<file path="src/rtl/addr_ctr_pkg.sv">
package addr_ctr_pkg;
   typedef enum logic [1:0] {
      RGN_DISP = 2'd0,
      RGN_CGEN = 2'd1,
      RGN_SEG  = 2'd2,
      RGN_RSVD = 2'd3
   } region_e;
endpackage

</file>
<file path="src/rtl/addr_ctr_mode.sv">
module addr_ctr_mode #(
   parameter bit RST_INC = 1'b1
) (
   input  logic clk,
   input  logic rst_n,
   input  logic we,
   input  logic inc_in,
   output logic inc_q
);
   always_ff @(posedge clk) begin
      if (!rst_n)  inc_q <= RST_INC;
      else if (we) inc_q <= inc_in;
   end

   assert_mode_store_R5: assert property (@(posedge clk) disable iff (!rst_n)
      we |=> inc_q == $past(inc_in));
   assert_mode_hold_R5: assert property (@(posedge clk) disable iff (!rst_n)
      !we |=> $stable(inc_q));
endmodule

</file>
<file path="src/rtl/addr_ctr_region.sv">
module addr_ctr_region
   import addr_ctr_pkg::*;
(
   input  logic    clk,
   input  logic    rst_n,
   input  logic    ld,
   input  region_e ld_rgn,
   output region_e rgn_q
);
   always_ff @(posedge clk) begin
      if (!rst_n)  rgn_q <= RGN_DISP;
      else if (ld) rgn_q <= ld_rgn;
   end

   assert_region_legal_R3: assert property (@(posedge clk) disable iff (!rst_n)
      1'b1 |=> rgn_q != RGN_RSVD);
   assert_region_hold_R8: assert property (@(posedge clk) disable iff (!rst_n)
      !ld |=> $stable(rgn_q));
endmodule

</file>
<file path="src/rtl/addr_ctr_step.sv">
module addr_ctr_step #(
   parameter int unsigned ADDR_W     = 7,
   parameter bit          USE_ADDER  = 1'b0,
   parameter logic [ADDR_W-1:0] RST_ADDR = '0
) (
   input  logic              clk,
   input  logic              rst_n,
   input  logic              ld,
   input  logic [ADDR_W-1:0] ld_val,
   input  logic              step,
   input  logic              inc,
   output logic [ADDR_W-1:0] q
);
   localparam logic [ADDR_W-1:0] ONE  = ADDR_W'(1);
   localparam logic [ADDR_W-1:0] LAST = {ADDR_W{1'b1}};

   if (ADDR_W < 2) begin : g_bad_width
      $error("addr_ctr_step: ADDR_W must be at least 2");
   end

   logic [ADDR_W-1:0] nxt;

   if (USE_ADDER) begin : g_adder
      assign nxt = inc ? q + ONE : q - ONE;
   end else begin : g_toggle
      logic [ADDR_W-1:0] tog;
      assign tog[0] = 1'b1;
      for (genvar i = 1; i < ADDR_W; i++) begin : g_bit
         assign tog[i] = tog[i-1] & (inc ? q[i-1] : ~q[i-1]);
      end
      assign nxt = q ^ tog;
   end

   always_ff @(posedge clk) begin
      if (!rst_n)    q <= RST_ADDR;
      else if (ld)   q <= ld_val;
      else if (step) q <= nxt;
   end

   assert_load_wins_R7: assert property (@(posedge clk) disable iff (!rst_n)
      ld |=> q == $past(ld_val));
   assert_step_up_R4: assert property (@(posedge clk) disable iff (!rst_n)
      (!ld && step && inc) |=> q == $past(q) + ONE);
   assert_step_down_R4: assert property (@(posedge clk) disable iff (!rst_n)
      (!ld && step && !inc) |=> q == $past(q) - ONE);
   assert_wrap_up_R6: assert property (@(posedge clk) disable iff (!rst_n)
      (!ld && step && inc && q == LAST) |=> q == '0);
   assert_wrap_down_R6: assert property (@(posedge clk) disable iff (!rst_n)
      (!ld && step && !inc && q == '0) |=> q == LAST);
   assert_addr_hold_R8: assert property (@(posedge clk) disable iff (!rst_n)
      (!ld && !step) |=> $stable(q));
endmodule

</file>
<file path="src/rtl/addr_ctr_top.sv">
module addr_ctr_top
   import addr_ctr_pkg::*;
#(
   parameter int unsigned ADDR_W    = 7,
   parameter bit          USE_ADDER = 1'b0,
   parameter bit          RST_INC   = 1'b1
) (
   input  logic              clk,
   input  logic              rst_n,
   input  logic              mode_we,
   input  logic              mode_inc,
   input  logic              ld_en,
   input  logic [ADDR_W-1:0] ld_addr,
   input  logic [1:0]        ld_region,
   input  logic              rd_en,
   input  logic              wr_en,
   output logic [ADDR_W-1:0] addr,
   output logic [1:0]        region
);
   localparam logic [ADDR_W-1:0] RST_ADDR = '0;

   region_e ld_rgn, rgn_q;
   logic    ld_ok, access, inc_q;

   assign ld_rgn = region_e'(ld_region);
   assign ld_ok  = ld_en && (ld_rgn != RGN_RSVD);
   assign access = rd_en | wr_en;
   assign region = rgn_q;

   addr_ctr_mode #(.RST_INC(RST_INC)) u_mode (
      .clk(clk), .rst_n(rst_n), .we(mode_we), .inc_in(mode_inc), .inc_q(inc_q));

   addr_ctr_region u_region (
      .clk(clk), .rst_n(rst_n), .ld(ld_ok), .ld_rgn(ld_rgn), .rgn_q(rgn_q));

   addr_ctr_step #(.ADDR_W(ADDR_W), .USE_ADDER(USE_ADDER), .RST_ADDR(RST_ADDR)) u_step (
      .clk(clk), .rst_n(rst_n), .ld(ld_ok), .ld_val(ld_addr),
      .step(access), .inc(inc_q), .q(addr));

   assert_rsvd_ignored_R3: assert property (@(posedge clk) disable iff (!rst_n)
      (ld_en && ld_region == 2'd3 && !rd_en && !wr_en) |=> $stable(addr) && $stable(region));
   assert_load_region_R2: assert property (@(posedge clk) disable iff (!rst_n)
      (ld_en && ld_region != 2'd3) |=> region == $past(ld_region));
endmodule

</file>
<file path="config.mk">
export PLATFORM = sky130hd
export DESIGN_NAME = addr_ctr_top
export DESIGN_NICKNAME = d
export VERILOG_FILES = /design/src/rtl/addr_ctr_pkg.sv /design/src/rtl/addr_ctr_mode.sv /design/src/rtl/addr_ctr_region.sv /design/src/rtl/addr_ctr_step.sv /design/src/rtl/addr_ctr_top.sv
export SDC_FILE = /design/constraint.sdc
export NUM_CORES = 1
export LEC_CHECK = 0
export CORE_ASPECT_RATIO = 0.7
export CORE_UTILIZATION = 31
export DETAILED_ROUTE_END_ITERATION = 10
export HOLD_SLACK_MARGIN = 0.12
export SYNTH_ARGS = -nofsm -noshare
export SYNTH_HDL_FRONTEND = slang
export SYNTH_HIERARCHICAL = 1
export SYNTH_SLANG_ARGS = --single-unit
export TNS_END_PERCENT = 100
</file>
<file path="constraint.sdc">
create_clock -name clk -period 2.8 [get_ports clk]
set_input_delay 0.7 -clock clk [delete_from_list [all_inputs] [get_ports clk]]
set_output_delay 0.7 -clock clk [all_outputs]
set_load 0.1 [all_outputs]
</file>
==> results of run 1 <==
critical path: stages:
cell and delay, ps:
sky130_fd_sc_hd__clkdlybuf4s50_1 390, sky130_fd_sc_hd__or2_1 350, sky130_fd_sc_hd__nand3_1 130, sky130_fd_sc_hd__nor2_1 50
sky130_fd_sc_hd__or4_1 470, sky130_fd_sc_hd__o2111a_1 130
cells in the mapped netlist (2+ instances only):
cell and instances:
sky130_fd_sc_hd__and3_1 2, sky130_fd_sc_hd__nor2b_1 2, sky130_fd_sc_hd__mux2i_1 4, sky130_fd_sc_hd__nand3_1 4, sky130_fd_sc_hd__a21oi_1 2, sky130_fd_sc_hd__nor3_1 2
sky130_fd_sc_hd__nor2_1 3, sky130_fd_sc_hd__dfxtp_1 10, sky130_fd_sc_hd__nand2_1 6, sky130_fd_sc_hd__o21ai_0 4, sky130_fd_sc_hd__o211ai_1 3, sky130_fd_sc_hd__inv_1 2
sky130_fd_sc_hd__xor2_1 3, sky130_fd_sc_hd__xnor2_1 2, sky130_fd_sc_hd__buf_6 2, sky130_fd_sc_hd__nand2b_1 2
per-stage QoR:
step | cells | utilization, % | instance area (sq um)
5_1_grt | 118 | 51.5 | 875
4_1_cts | 118 | 51.5 | 875
2_1_floorplan | 69 | - | 602
6_report | 118 | 51.5 | 875
3_3_place_gp | 114 | 49.4 | 838
3_5_place_dp | 114 | 49.4 | 838
power breakdown:
part | total (uW) | internal [uW] | switching [uW]
Sequential | 173 | 155 | 17.5
Clock | 134 | 79.0 | 55.4
Combinational | 184 | 61.1 | 123
kinds of logic after synthesis:
| kind of cell | Yosys count | synth area share [%] |
|---|---|---|
| buffers and inverters | 5 | 6.24 |
| AND/OR/NAND/NOR | 28 | 26.0 |
| AO/OA/AOI/OAI | 17 | 20.6 |
| flip-flops | 10 | 33.3 |
| XOR/XNOR | 5 | 7.28 |
| multiplexers | 4 | 6.65 |
metal layers:
layer	routed length, um	track usage (%)	share of wire [%]
met5	0	0	0
met2	599	25.6	42
met4	12	3.85	0.84
met1	753	23.1	53
met3	65	7.06	4.5
layout make-up:
class | count | area share (%)
repair buffers | 27 | 27.5
flip-flops and latches | 10 | 22.9
multi-input cells | 54 | 41.6
clock buffers | 4 | 4.15
well taps | 21 | 3.00
inverters | 2 | 0.858
registers in the layout, indices dropped and copies added, names as in the netlist:
signal / flops
u_step/q: 7
u_region/rgn_q: 2
u_mode/inc_q: 1
path summary, 6_finish.rpt:
check / start / endpoint / cells past startpoint
worst max-delay path: wr_en / u_step/q[5]$_SDFFE_PN0P_ / 6
worst min-delay path: u_region/rgn_q[1]$_SDFFE_PN0P_ / u_region/rgn_q[1]$_SDFFE_PN0P_ / 2
worst max register to register: u_step/q[0]$_SDFFE_PN0P_ / u_step/q[5]$_SDFFE_PN0P_ / 4
worst min register to register: u_region/rgn_q[1]$_SDFFE_PN0P_ / u_region/rgn_q[1]$_SDFFE_PN0P_ / 2
==> impl_results.html, run 1 <==
<table>
<tr><th>Metric</th><th>Value</th></tr>
<tr><th colspan="2">GRT</th></tr>
<tr><td>Number of global-route vias before repair</td><td>552</td></tr>
<tr><td>Antenna violations before repair</td><td>0</td></tr>
<tr><td>GRT Resource Usage Total</td><td>17.3%</td></tr>
<tr><td>Largest net degree at the start of global routing</td><td>13</td></tr>
<tr><td>Total congestion overflow</td><td>0</td></tr>
<tr><td>Global-route wire length before repair</td><td>2510 um</td></tr>
<tr><th colspan="2">Synth</th></tr>
<tr><td>Netlist area before placement</td><td>602 sq um</td></tr>
<tr><td>EDFF count, synth</td><td>0</td></tr>
<tr><td>Count of synthesis-stage warnings from yosys</td><td>6</td></tr>
<tr><td>Distinct cell type count after synthesis</td><td>32</td></tr>
<tr><td>Largest area contributor in the netlist</td><td>sky130_fd_sc_hd__dfxtp_1</td></tr>
<tr><td>Portion of synthesized cell area occupied by the leading cell type</td><td>33.3%</td></tr>
<tr><td>Count of state elements after synthesis</td><td>10</td></tr>
<tr><td>Dominant cells by area after synthesis</td><td>sky130_fd_sc_hd__dfxtp_1, sky130_fd_sc_hd__mux2i_1, sky130_fd_sc_hd__xor2_1</td></tr>
<tr><td>Synth async-reset ratio</td><td>0%</td></tr>
<tr><td>Mapped Avg Cell Area</td><td>8.72 sq um</td></tr>
<tr><td>Most instantiated flip-flop cell in the synthesis netlist</td><td>sky130_fd_sc_hd__dfxtp_1</td></tr>
<tr><td>Syn_nets</td><td>85</td></tr>
<tr><td>Gate count after technology mapping</td><td>69</td></tr>
<tr><td>Sequential-to-total area share from yosys stat</td><td>33.3%</td></tr>
<tr><th colspan="2">Route</th></tr>
<tr><td>Total detailed-routing wirelength</td><td>1430 um</td></tr>
<tr><td>Number of design rule violations left after detail routing</td><td>0</td></tr>
<tr><td>Vias/cell</td><td>5.03</td></tr>
<tr><td>Number of vias in the routed layout</td><td>594</td></tr>
<tr><td>Antenna-violating nets left</td><td>0</td></tr>
<tr><td>Routed length per placed instance</td><td>12.1 um</td></tr>
<tr><td>Total iterations of the first detailed-routing run</td><td>4</td></tr>
<tr><td>Number of DRC markers after the initial detailed-route iteration</td><td>14</td></tr>
<tr><th colspan="2">STA</th></tr>
<tr><td>Setup repair after global routing missed its margin</td><td>false</td></tr>
<tr><td>Worst hold slack</td><td>522 ps</td></tr>
<tr><td>Transition time at the pin with the least slew margin</td><td>310 ps</td></tr>
<tr><td>Worst-case headroom to the max-slew limit</td><td>79.2%</td></tr>
<tr><td>Number of endpoints with negative hold slack in the final report</td><td>0</td></tr>
<tr><td>Final setup margin</td><td>751 ps</td></tr>
<tr><td>Maximum clock frequency</td><td>488 MHz</td></tr>
<tr><td>Minimum clock period after layout</td><td>2050 ps</td></tr>
<tr><td>Period utilization</td><td>73.2%</td></tr>
<tr><td>Max-slew violations</td><td>0</td></tr>
<tr><td>Total setup violations reported at the end of the flow</td><td>0</td></tr>
<tr><td>Clock Skews</td><td>2.13 ps</td></tr>
<tr><td>Setup TNS Final</td><td>0 ps</td></tr>
<tr><th colspan="2">Die</th></tr>
<tr><td>Chip Height</td><td>38.9 um</td></tr>
<tr><td>Std-Cell Core Area</td><td>0.00170 sq mm</td></tr>
<tr><td>Boundary Pins</td><td>25</td></tr>
<tr><td>Placement Rows</td><td>12</td></tr>
<tr><td>Die outline area</td><td>0.00212 sq mm</td></tr>
<tr><td>Initial cell density of the core</td><td>35.5%</td></tr>
<tr><td>Die Width</td><td>54.7 um</td></tr>
<tr><th colspan="2">Power</th></tr>
<tr><td>Leakage power</td><td>0.000363 uW</td></tr>
<tr><td>Overall power after layout</td><td>491 uW</td></tr>
<tr><td>Total power per unit cell area</td><td>561 mW/mm^2</td></tr>
<tr><td>Peak supply drop</td><td>0.000319 V</td></tr>
<tr><th colspan="2">Clock network</th></tr>
<tr><td>Buffer count from post-CTS setup fixing</td><td>0</td></tr>
<tr><td>Number of buffers inserted for hold repair after clock tree synthesis</td><td>0</td></tr>
<tr><td>Clock insertion delay at the later pin of the skew report</td><td>270 ps</td></tr>
<tr><td>Post_cts resized</td><td>0</td></tr>
<tr><td>CTS root buffer</td><td>sky130_fd_sc_hd__clkbuf_4</td></tr>
<tr><td>Number of buffers created by CTS</td><td>3</td></tr>
<tr><td>H-tree levels</td><td>1</td></tr>
<tr><td>Clock transition at path regs</td><td>70 ps</td></tr>
<tr><td>CTS tree</td><td>built</td></tr>
<tr><td>Clock net sink count</td><td>10</td></tr>
<tr><td>Longest Clk Path Bufs</td><td>2</td></tr>
<tr><th colspan="2">Min path</th></tr>
<tr><td>Type of the tightest min-delay check</td><td>reg2reg</td></tr>
<tr><th colspan="2">Placement</th></tr>
<tr><td>Place WS</td><td>469 ps</td></tr>
<tr><td>Port Buf Inserts</td><td>24</td></tr>
<tr><td>Detailed-placement wirelength estimate</td><td>1100 um</td></tr>
<tr><td>GP Congestion</td><td>0.847</td></tr>
<tr><th colspan="2">Layout</th></tr>
<tr><td>Post-layout nets</td><td>114</td></tr>
<tr><td>Leading cell type in the layout, fill and taps excluded</td><td>sky130_fd_sc_hd__clkdlybuf4s50_1</td></tr>
<tr><td>Area added between synthesis and finish</td><td>45.3%</td></tr>
<tr><td>Area taken by flip-flops and latches</td><td>200 sq um</td></tr>
<tr><td>Area of the multi-input gates</td><td>364 sq um</td></tr>
<tr><td>Number of inserted diodes</td><td>0</td></tr>
<tr><td>Fillcell total</td><td>167</td></tr>
<tr><td>Most frequent cells in the layout</td><td>sky130_fd_sc_hd__clkdlybuf4s50_1, sky130_fd_sc_hd__buf_4, sky130_fd_sc_hd__dfxtp_1</td></tr>
<tr><td>Fraction of layout instances using a drive strength above 1</td><td>20.6%</td></tr>
<tr><th colspan="2">Run status</th></tr>
<tr><td>Outcome</td><td>completed</td></tr>
<tr><th colspan="2">Critical path</th></tr>
<tr><td>Minimum setup slack among reg-to-reg paths</td><td>1260 ps</td></tr>
<tr><td>Arrival time at the worst endpoint</td><td>2210 ps</td></tr>
<tr><td>Worst EP required</td><td>2960 ps</td></tr>
<tr><td>Startpoint class of the critical path</td><td>input pin</td></tr>
<tr><td>Kind of critical path</td><td>in2reg</td></tr>
<tr><td>Type of element capturing the critical path</td><td>flip-flop</td></tr>
<tr><td>Worst-path fanout max</td><td>9</td></tr>
<tr><th colspan="2">Run</th></tr>
<tr><td>Number of max-cap violations</td><td>0</td></tr>
</table>
(Power assumes the default switching activity.)
==> run 2, diff against run 1 <==
==> constraint.sdc (replaced) <==
create_clock -name clk -period 1.7 [get_ports clk]
set_input_delay 0.425 -clock clk [delete_from_list [all_inputs] [get_ports clk]]
set_output_delay 0.425 -clock clk [all_outputs]
set_load 0.1 [all_outputs]
==> run 2 against run 1 <==
  * Die area is the same
  * Critical path depth did not move
  * Global-route usage is 0.92 points higher
  * Critical endpoint unchanged
  * Clock skew increased by 5.4 ps
  * Flip-flop and latch count unchanged
  * Count of clock-buffer cells in the layout is 1 lower
  * Largest power group unchanged
  * Critical path type unchanged
  * Largest cell class is now buffers
  * First-iteration DRC count shrank 21%
  * Highest routed layer unchanged
  * Combinational power rose by 100%
==> impl_results.html, run 2 (same netlist as run 1, synthesis figures left out) <==
<table>
<tr><th>Metric</th><th>Value</th></tr>
<tr><th colspan="2">Route</th></tr>
<tr><td>Total iterations of the first detailed-routing run</td><td>4</td></tr>
<tr><td>Total detailed-routing wirelength</td><td>1600 um</td></tr>
<tr><td>Number of DRC markers after the initial detailed-route iteration</td><td>11</td></tr>
<tr><td>Vias/cell</td><td>5.22</td></tr>
<tr><td>Number of design rule violations left after detail routing</td><td>0</td></tr>
<tr><td>Routed length per placed instance</td><td>13.1 um</td></tr>
<tr><td>Number of vias in the routed layout</td><td>637</td></tr>
<tr><td>Antenna-violating nets left</td><td>0</td></tr>
<tr><th colspan="2">Placement</th></tr>
<tr><td>Place WS</td><td>-257 ps</td></tr>
<tr><td>Detailed-placement wirelength estimate</td><td>1240 um</td></tr>
<tr><td>GP Congestion</td><td>0.763</td></tr>
<tr><td>Port Buf Inserts</td><td>24</td></tr>
<tr><td>Number of cells in the design after placement</td><td>119</td></tr>
<tr><th colspan="2">Critical path</th></tr>
<tr><td>Cell breakdown of the critical path</td><td>clkdlybuf4s50_1 -&gt; or2_4 -&gt; nand3_1 -&gt; nor2_1 -&gt; or4_1 -&gt; o2111a_1</td></tr>
<tr><td>Largest stage delay on the critical path</td><td>470 ps</td></tr>
<tr><td>Startpoint class of the critical path</td><td>input pin</td></tr>
<tr><td>Worst EP required</td><td>1870 ps</td></tr>
<tr><td>Worst-path fanout max</td><td>4</td></tr>
<tr><td>Type of element capturing the critical path</td><td>flip-flop</td></tr>
<tr><td>Kind of critical path</td><td>in2reg</td></tr>
<tr><td>Slowest library cell on the worst path</td><td>sky130_fd_sc_hd__or4_1</td></tr>
<tr><td>Arrival time at the worst endpoint</td><td>1820 ps</td></tr>
<tr><th colspan="2">Die</th></tr>
<tr><td>Die Width</td><td>54.7 um</td></tr>
<tr><td>Boundary Pins</td><td>25</td></tr>
<tr><td>Std-Cell Core Area</td><td>0.00170 sq mm</td></tr>
<tr><td>Initial cell density of the core</td><td>35.5%</td></tr>
<tr><td>Die outline area</td><td>0.00212 sq mm</td></tr>
<tr><td>Chip Height</td><td>38.9 um</td></tr>
<tr><td>Placement Rows</td><td>12</td></tr>
<tr><th colspan="2">GRT</th></tr>
<tr><td>Antenna violations before repair</td><td>0</td></tr>
<tr><td>Total congestion overflow</td><td>0</td></tr>
<tr><td>Largest net degree at the start of global routing</td><td>13</td></tr>
<tr><td>GRT Resource Usage Total</td><td>18.3%</td></tr>
<tr><td>Number of global-route vias before repair</td><td>589</td></tr>
<tr><td>Global-route wire length before repair</td><td>2590 um</td></tr>
<tr><th colspan="2">Layout</th></tr>
<tr><td>Fillcell total</td><td>163</td></tr>
<tr><td>Fin util</td><td>60.2%</td></tr>
<tr><td>Most frequent cells in the layout</td><td>sky130_fd_sc_hd__clkdlybuf4s50_1, sky130_fd_sc_hd__buf_12, sky130_fd_sc_hd__buf_4</td></tr>
<tr><td>Area of the multi-input gates</td><td>367 sq um</td></tr>
<tr><td>Number of cells in the finished layout apart from fillers</td><td>122</td></tr>
<tr><td>Area taken by flip-flops and latches</td><td>208 sq um</td></tr>
<tr><td>Regs by FF count</td><td>u_step/q (7), u_region/rgn_q (2), u_mode/inc_q (1)</td></tr>
<tr><td>Leading cell type in the layout, fill and taps excluded</td><td>sky130_fd_sc_hd__clkdlybuf4s50_1</td></tr>
<tr><td>Flip-flop count of the largest register after layout</td><td>7</td></tr>
<tr><td>Post-layout nets</td><td>119</td></tr>
<tr><td>Fraction of layout instances using a drive strength above 1</td><td>30.7%</td></tr>
<tr><td>Number of inserted diodes</td><td>0</td></tr>
<tr><td>Biggest register</td><td>u_step/q</td></tr>
<tr><td>Area added between synthesis and finish</td><td>69.6%</td></tr>
<tr><th colspan="2">STA</th></tr>
<tr><td>Worst hold slack</td><td>561 ps</td></tr>
<tr><td>Maximum clock frequency</td><td>608 MHz</td></tr>
<tr><td>Setup repair after global routing missed its margin</td><td>false</td></tr>
<tr><td>Clock Skews</td><td>7.53 ps</td></tr>
<tr><td>Total setup violations reported at the end of the flow</td><td>0</td></tr>
<tr><td>Max-slew violations</td><td>0</td></tr>
<tr><td>Transition time at the pin with the least slew margin</td><td>238 ps</td></tr>
<tr><td>Number of endpoints with negative hold slack in the final report</td><td>0</td></tr>
<tr><td>Period utilization</td><td>96.8%</td></tr>
<tr><td>Worst-case headroom to the max-slew limit</td><td>83.7%</td></tr>
<tr><td>Minimum clock period after layout</td><td>1650 ps</td></tr>
<tr><td>Final setup margin</td><td>54.1 ps</td></tr>
<tr><th colspan="2">Clock network</th></tr>
<tr><td>Number of buffers inserted for hold repair after clock tree synthesis</td><td>0</td></tr>
<tr><td>Longest Clk Path Bufs</td><td>2</td></tr>
<tr><td>Clock transition at path regs</td><td>70 ps</td></tr>
<tr><td>CTS root buffer</td><td>sky130_fd_sc_hd__clkbuf_4</td></tr>
<tr><td>H-tree levels</td><td>1</td></tr>
<tr><td>Clock insertion delay at the later pin of the skew report</td><td>280 ps</td></tr>
<tr><td>Clock net sink count</td><td>10</td></tr>
<tr><td>Number of buffers created by CTS</td><td>3</td></tr>
<tr><td>CTS tree</td><td>built</td></tr>
<tr><th colspan="2">Run</th></tr>
<tr><td>Number of max-cap violations</td><td>0</td></tr>
<tr><th colspan="2">Power</th></tr>
<tr><td>Total power per unit cell area</td><td>820 mW/mm^2</td></tr>
<tr><td>Leakage power</td><td>0.000414 uW</td></tr>
<tr><td>Peak supply drop</td><td>0.000562 V</td></tr>
<tr><td>Overall power after layout</td><td>837 uW</td></tr>
<tr><th colspan="2">Min path</th></tr>
<tr><td>Type of the tightest min-delay check</td><td>reg2reg</td></tr>
<tr><th colspan="2">Run status</th></tr>
<tr><td>Outcome</td><td>completed</td></tr>
</table>
[run 2: cell types whose count changed in the layout (fill, tap and decap cells not counted), sizes merged]
cell	delta
clkbuf	-1
buf	+5
[run 2: layout make-up]
cell class                 instances  share of cell area, %
inverter                           2                  0.735
clock buffer                       3                   2.21
multi-input combinational         54                   35.9
sequential                        10                   20.3
tap                               21                   2.57
timing repair buffer              32                   38.2
[run 2: final timing paths]
kind                       startpoint                        to  slack [ps]  cells after the start
max                             wr_en  u_step/q[5]$_SDFFE_PN0P_          50                      6
min          u_step/q[6]$_SDFFE_PN0P_  u_step/q[6]$_SDFFE_PN0P_         560                      2
max reg2reg  u_step/q[1]$_SDFFE_PN0P_  u_step/q[6]$_SDFFE_PN0P_         200                      4
min reg2reg  u_step/q[6]$_SDFFE_PN0P_  u_step/q[6]$_SDFFE_PN0P_         560                      2
[run 2: repair_timing]
| action | in CTS | in global routing |
|---|---|---|
| setup endpoints to repair | 0 | 1 |
| resized for setup | 0 | 1 |
| hold endpoints to repair | 0 | 0 |
| setup buffers | 0 | 0 |
[run 2: per-stage QoR]
step / TNS (ps) / instance area [sq um]
6_report: 0 / 1020
5_1_grt: 0 / 1020
4_1_cts: 0 / 1020
3_5_place_dp: -697 / 996
3_3_place_gp: -528 / 996
2_1_floorplan: 0 / 609
[run 2: metal layers]
layer | share of wire, % | global-route usage [%] | vias up
met1 | 52 | 22.9 | 298
met4 | 1.1 | 3.85 | 0
met3 | 6.8 | 8.63 | 2
met5 | 0 | 0 | -
met2 | 40 | 28.0 | 20
li1 | - | - | 317
[run 2: power by group]
group	switching, uW	total [uW]	internal (uW)
Combinational	210	370	160
Clock	89.5	172	82.2
Sequential	36.7	296	259
Total	337	837	501
[run 2: worst max-delay path: cells and delay by family]
kind	cells	cell delay, ps
compound gates	1	130
simple gates	4	880
buf+inv	1	400
==> run 3, diff against run 2 <==
--- a/config.mk
+++ b/config.mk
@@ -5,10 +5,13 @@
 export SDC_FILE = /design/constraint.sdc
 export NUM_CORES = 1
 export LEC_CHECK = 0
+export CELL_PAD_IN_SITES_DETAIL_PLACEMENT = 1
+export CELL_PAD_IN_SITES_GLOBAL_PLACEMENT = 1
 export CORE_ASPECT_RATIO = 0.7
-export CORE_UTILIZATION = 31
+export CORE_UTILIZATION = 26
 export DETAILED_ROUTE_END_ITERATION = 10
 export HOLD_SLACK_MARGIN = 0.12
+export PLACE_DENSITY_LB_ADDON = 0.1
 export SYNTH_ARGS = -nofsm -noshare
 export SYNTH_HDL_FRONTEND = slang
 export SYNTH_HIERARCHICAL = 1
==> run 3 against run 2 <==
  * Setup slack got worse by 4.6 ps
  * Wire length grew 9.1%
  * Cell area up 4.7%
  * Highest routed layer is now met3
  * Sequential share of layout area down 0.91 points
  * Die area is 18% higher
  * First-iteration DRC count up 120%
  * Utilization decreased by 11 points
  * Flip-flop and latch count did not move
  * Hold slack better by 13 ps
  * Global-route usage down 2.5 points
  * Count of clock-buffer cells in the layout is 1 higher
==> impl_results.html, run 3 (same netlist as run 1, synthesis figures left out) <==
<table>
<tr><th>Metric</th><th>Value</th></tr>
<tr><th colspan="2">Run status</th></tr>
<tr><td>Outcome</td><td>completed</td></tr>
<tr><th colspan="2">Critical path</th></tr>
<tr><td>Type of element capturing the critical path</td><td>flip-flop</td></tr>
<tr><td>Cell breakdown of the critical path</td><td>clkdlybuf4s50_1 -&gt; or2_4 -&gt; nand3_1 -&gt; nor2_1 -&gt; or4_1 -&gt; o2111a_1</td></tr>
<tr><td>Worst EP required</td><td>1860 ps</td></tr>
<tr><td>Kind of critical path</td><td>in2reg</td></tr>
<tr><td>Worst-path fanout max</td><td>3</td></tr>
<tr><td>Arrival time at the worst endpoint</td><td>1810 ps</td></tr>
<tr><td>Startpoint class of the critical path</td><td>input pin</td></tr>
<tr><td>Family with the most delay on the worst path</td><td>simple AND/OR/NAND/NOR gates</td></tr>
<tr><td>Critical path buffers and inverters</td><td>1</td></tr>
<tr><td>Slowest library cell on the worst path</td><td>sky130_fd_sc_hd__or4_1</td></tr>
<tr><td>Largest stage delay on the critical path</td><td>470 ps</td></tr>
<tr><th colspan="2">Die</th></tr>
<tr><td>Placement Rows</td><td>14</td></tr>
<tr><td>Boundary Pins</td><td>25</td></tr>
<tr><td>Die outline area</td><td>0.00251 sq mm</td></tr>
<tr><td>Std-Cell Core Area</td><td>0.00217 sq mm</td></tr>
<tr><td>Chip Height</td><td>42.3 um</td></tr>
<tr><td>Die Width</td><td>59.5 um</td></tr>
<tr><td>Initial cell density of the core</td><td>27.7%</td></tr>
<tr><th colspan="2">Layout</th></tr>
<tr><td>Fraction of layout instances using a drive strength above 1</td><td>33.7%</td></tr>
<tr><td>Flip-flop count of the largest register after layout</td><td>7</td></tr>
<tr><td>Final instance area</td><td>0.00107 sq mm</td></tr>
<tr><td>Fillcell total</td><td>261</td></tr>
<tr><td>Post-layout nets</td><td>121</td></tr>
<tr><td>Leading cell type in the layout, fill and taps excluded</td><td>sky130_fd_sc_hd__clkdlybuf4s50_1</td></tr>
<tr><td>Regs by FF count</td><td>u_step/q (7), u_region/rgn_q (2), u_mode/inc_q (1)</td></tr>
<tr><td>Area added between synthesis and finish</td><td>77.5%</td></tr>
<tr><td>Number of inserted diodes</td><td>0</td></tr>
<tr><td>Most frequent cells in the layout</td><td>sky130_fd_sc_hd__clkdlybuf4s50_1, sky130_fd_sc_hd__buf_4, sky130_fd_sc_hd__buf_12</td></tr>
<tr><td>Fin util</td><td>49.2%</td></tr>
<tr><td>Area taken by flip-flops and latches</td><td>208 sq um</td></tr>
<tr><td>Area of the multi-input gates</td><td>372 sq um</td></tr>
<tr><td>Biggest register</td><td>u_step/q</td></tr>
<tr><th colspan="2">Route</th></tr>
<tr><td>Number of DRC markers after the initial detailed-route iteration</td><td>24</td></tr>
<tr><td>Vias/cell</td><td>4.84</td></tr>
<tr><td>Antenna-violating nets left</td><td>0</td></tr>
<tr><td>Number of design rule violations left after detail routing</td><td>0</td></tr>
<tr><td>Total iterations of the first detailed-routing run</td><td>4</td></tr>
<tr><td>Routed length per placed instance</td><td>12.8 um</td></tr>
<tr><td>Total detailed-routing wirelength</td><td>1740 um</td></tr>
<tr><td>Number of vias in the routed layout</td><td>658</td></tr>
<tr><th colspan="2">Placement</th></tr>
<tr><td>Total placed instance area</td><td>0.00102 sq mm</td></tr>
<tr><td>Place WS</td><td>-237 ps</td></tr>
<tr><td>Detailed-placement wirelength estimate</td><td>1410 um</td></tr>
<tr><td>Port Buf Inserts</td><td>24</td></tr>
<tr><td>GP Congestion</td><td>0.770</td></tr>
<tr><th colspan="2">STA</th></tr>
<tr><td>Worst-case headroom to the max-slew limit</td><td>84.2%</td></tr>
<tr><td>Final setup margin</td><td>49.6 ps</td></tr>
<tr><td>Number of endpoints with negative hold slack in the final report</td><td>0</td></tr>
<tr><td>Period utilization</td><td>97.1%</td></tr>
<tr><td>Total setup violations reported at the end of the flow</td><td>0</td></tr>
<tr><td>Max-slew violations</td><td>0</td></tr>
<tr><td>Minimum clock period after layout</td><td>1650 ps</td></tr>
<tr><td>Transition time at the pin with the least slew margin</td><td>230 ps</td></tr>
<tr><td>Clock Skews</td><td>4.28 ps</td></tr>
<tr><td>Setup TNS Final</td><td>0 ps</td></tr>
<tr><td>Setup repair after global routing missed its margin</td><td>false</td></tr>
<tr><td>Maximum clock frequency</td><td>606 MHz</td></tr>
<tr><th colspan="2">GRT</th></tr>
<tr><td>Number of global-route vias before repair</td><td>605</td></tr>
<tr><td>Global-route wire length before repair</td><td>2900 um</td></tr>
<tr><td>Largest net degree at the start of global routing</td><td>13</td></tr>
<tr><td>GRT Resource Usage Total</td><td>15.7%</td></tr>
<tr><td>Total congestion overflow</td><td>0</td></tr>
<tr><td>Antenna violations before repair</td><td>0</td></tr>
<tr><th colspan="2">Power</th></tr>
<tr><td>Total power per unit cell area</td><td>837 mW/mm^2</td></tr>
<tr><td>Overall power after layout</td><td>894 uW</td></tr>
<tr><td>Peak supply drop</td><td>0.000283 V</td></tr>
<tr><td>Leakage power</td><td>0.000431 uW</td></tr>
<tr><th colspan="2">Clock network</th></tr>
<tr><td>CTS tree</td><td>built</td></tr>
<tr><td>Number of buffers inserted for hold repair after clock tree synthesis</td><td>0</td></tr>
<tr><td>CTS root buffer</td><td>sky130_fd_sc_hd__clkbuf_4</td></tr>
<tr><td>Buffer count from post-CTS setup fixing</td><td>0</td></tr>
<tr><td>Clock insertion delay at the later pin of the skew report</td><td>270 ps</td></tr>
<tr><td>Clock transition at path regs</td><td>70 ps</td></tr>
<tr><td>Number of buffers created by CTS</td><td>3</td></tr>
<tr><td>Post_cts resized</td><td>0</td></tr>
<tr><td>Longest Clk Path Bufs</td><td>2</td></tr>
<tr><td>Clock net sink count</td><td>10</td></tr>
<tr><td>H-tree levels</td><td>1</td></tr>
<tr><th colspan="2">Min path</th></tr>
<tr><td>Type of the tightest min-delay check</td><td>reg2reg</td></tr>
<tr><th colspan="2">Run</th></tr>
<tr><td>Number of max-cap violations</td><td>0</td></tr>
</table>
run 3: cell types whose count changed in the layout (fill, tap and decap cells not counted):
cell                       previous run  this run
sky130_fd_sc_hd__clkbuf_8             0         1
sky130_fd_sc_hd__and3_1               2         1
sky130_fd_sc_hd__and3_4               0         1
sky130_fd_sc_hd__a21boi_0             1         0
sky130_fd_sc_hd__a21boi_1             0         1
sky130_fd_sc_hd__buf_4                8        10
run 3: layout make-up:
class / count / area share (%)
repair buffers: 34 / 37.9
inverters: 2 / 0.703
flip-flops and latches: 10 / 19.4
clock buffers: 4 / 3.40
well taps: 32 / 3.75
multi-input cells: 54 / 34.8
run 3: worst paths after layout:
kind	from	to	slack (ps)	cells past startpoint
setup / recovery	wr_en	u_step/q[5]$_SDFFE_PN0P_	50	6
hold / removal	u_region/rgn_q[1]$_SDFFE_PN0P_	u_region/rgn_q[1]$_SDFFE_PN0P_	570	2
setup reg to reg	u_step/q[2]$_SDFFE_PN0P_	u_step/q[5]$_SDFFE_PN0P_	130	5
hold reg to reg	u_region/rgn_q[1]$_SDFFE_PN0P_	u_region/rgn_q[1]$_SDFFE_PN0P_	570	2
run 3: report_power, final:
group	switching [uW]	internal, uW
Sequential	30.7	259
Combinational	219	166
Clock	89.6	130
run 3: layer usage:
metal	routed length [um]	part of all wire, %	track usage (%)
met2	786	45	22.7
met1	885	51	22.1
met3	69	4.0	5.56
met5	0	0	0
met4	0	0	4.19
run 3: metrics by stage:
step | hold slack [ps] | std cells
floorplan | 487 | 69
global placement | 532 | 132
detailed placement | 566 | 132
CTS | 583 | 136
global route | 593 | 136
finish | 574 | 136
run 3: worst min-delay path, stage by stage (launching register included):
cell                      delay (ps)
sky130_fd_sc_hd__dfxtp_1         340
sky130_fd_sc_hd__mux2i_1         130
sky130_fd_sc_hd__nor2b_1          60
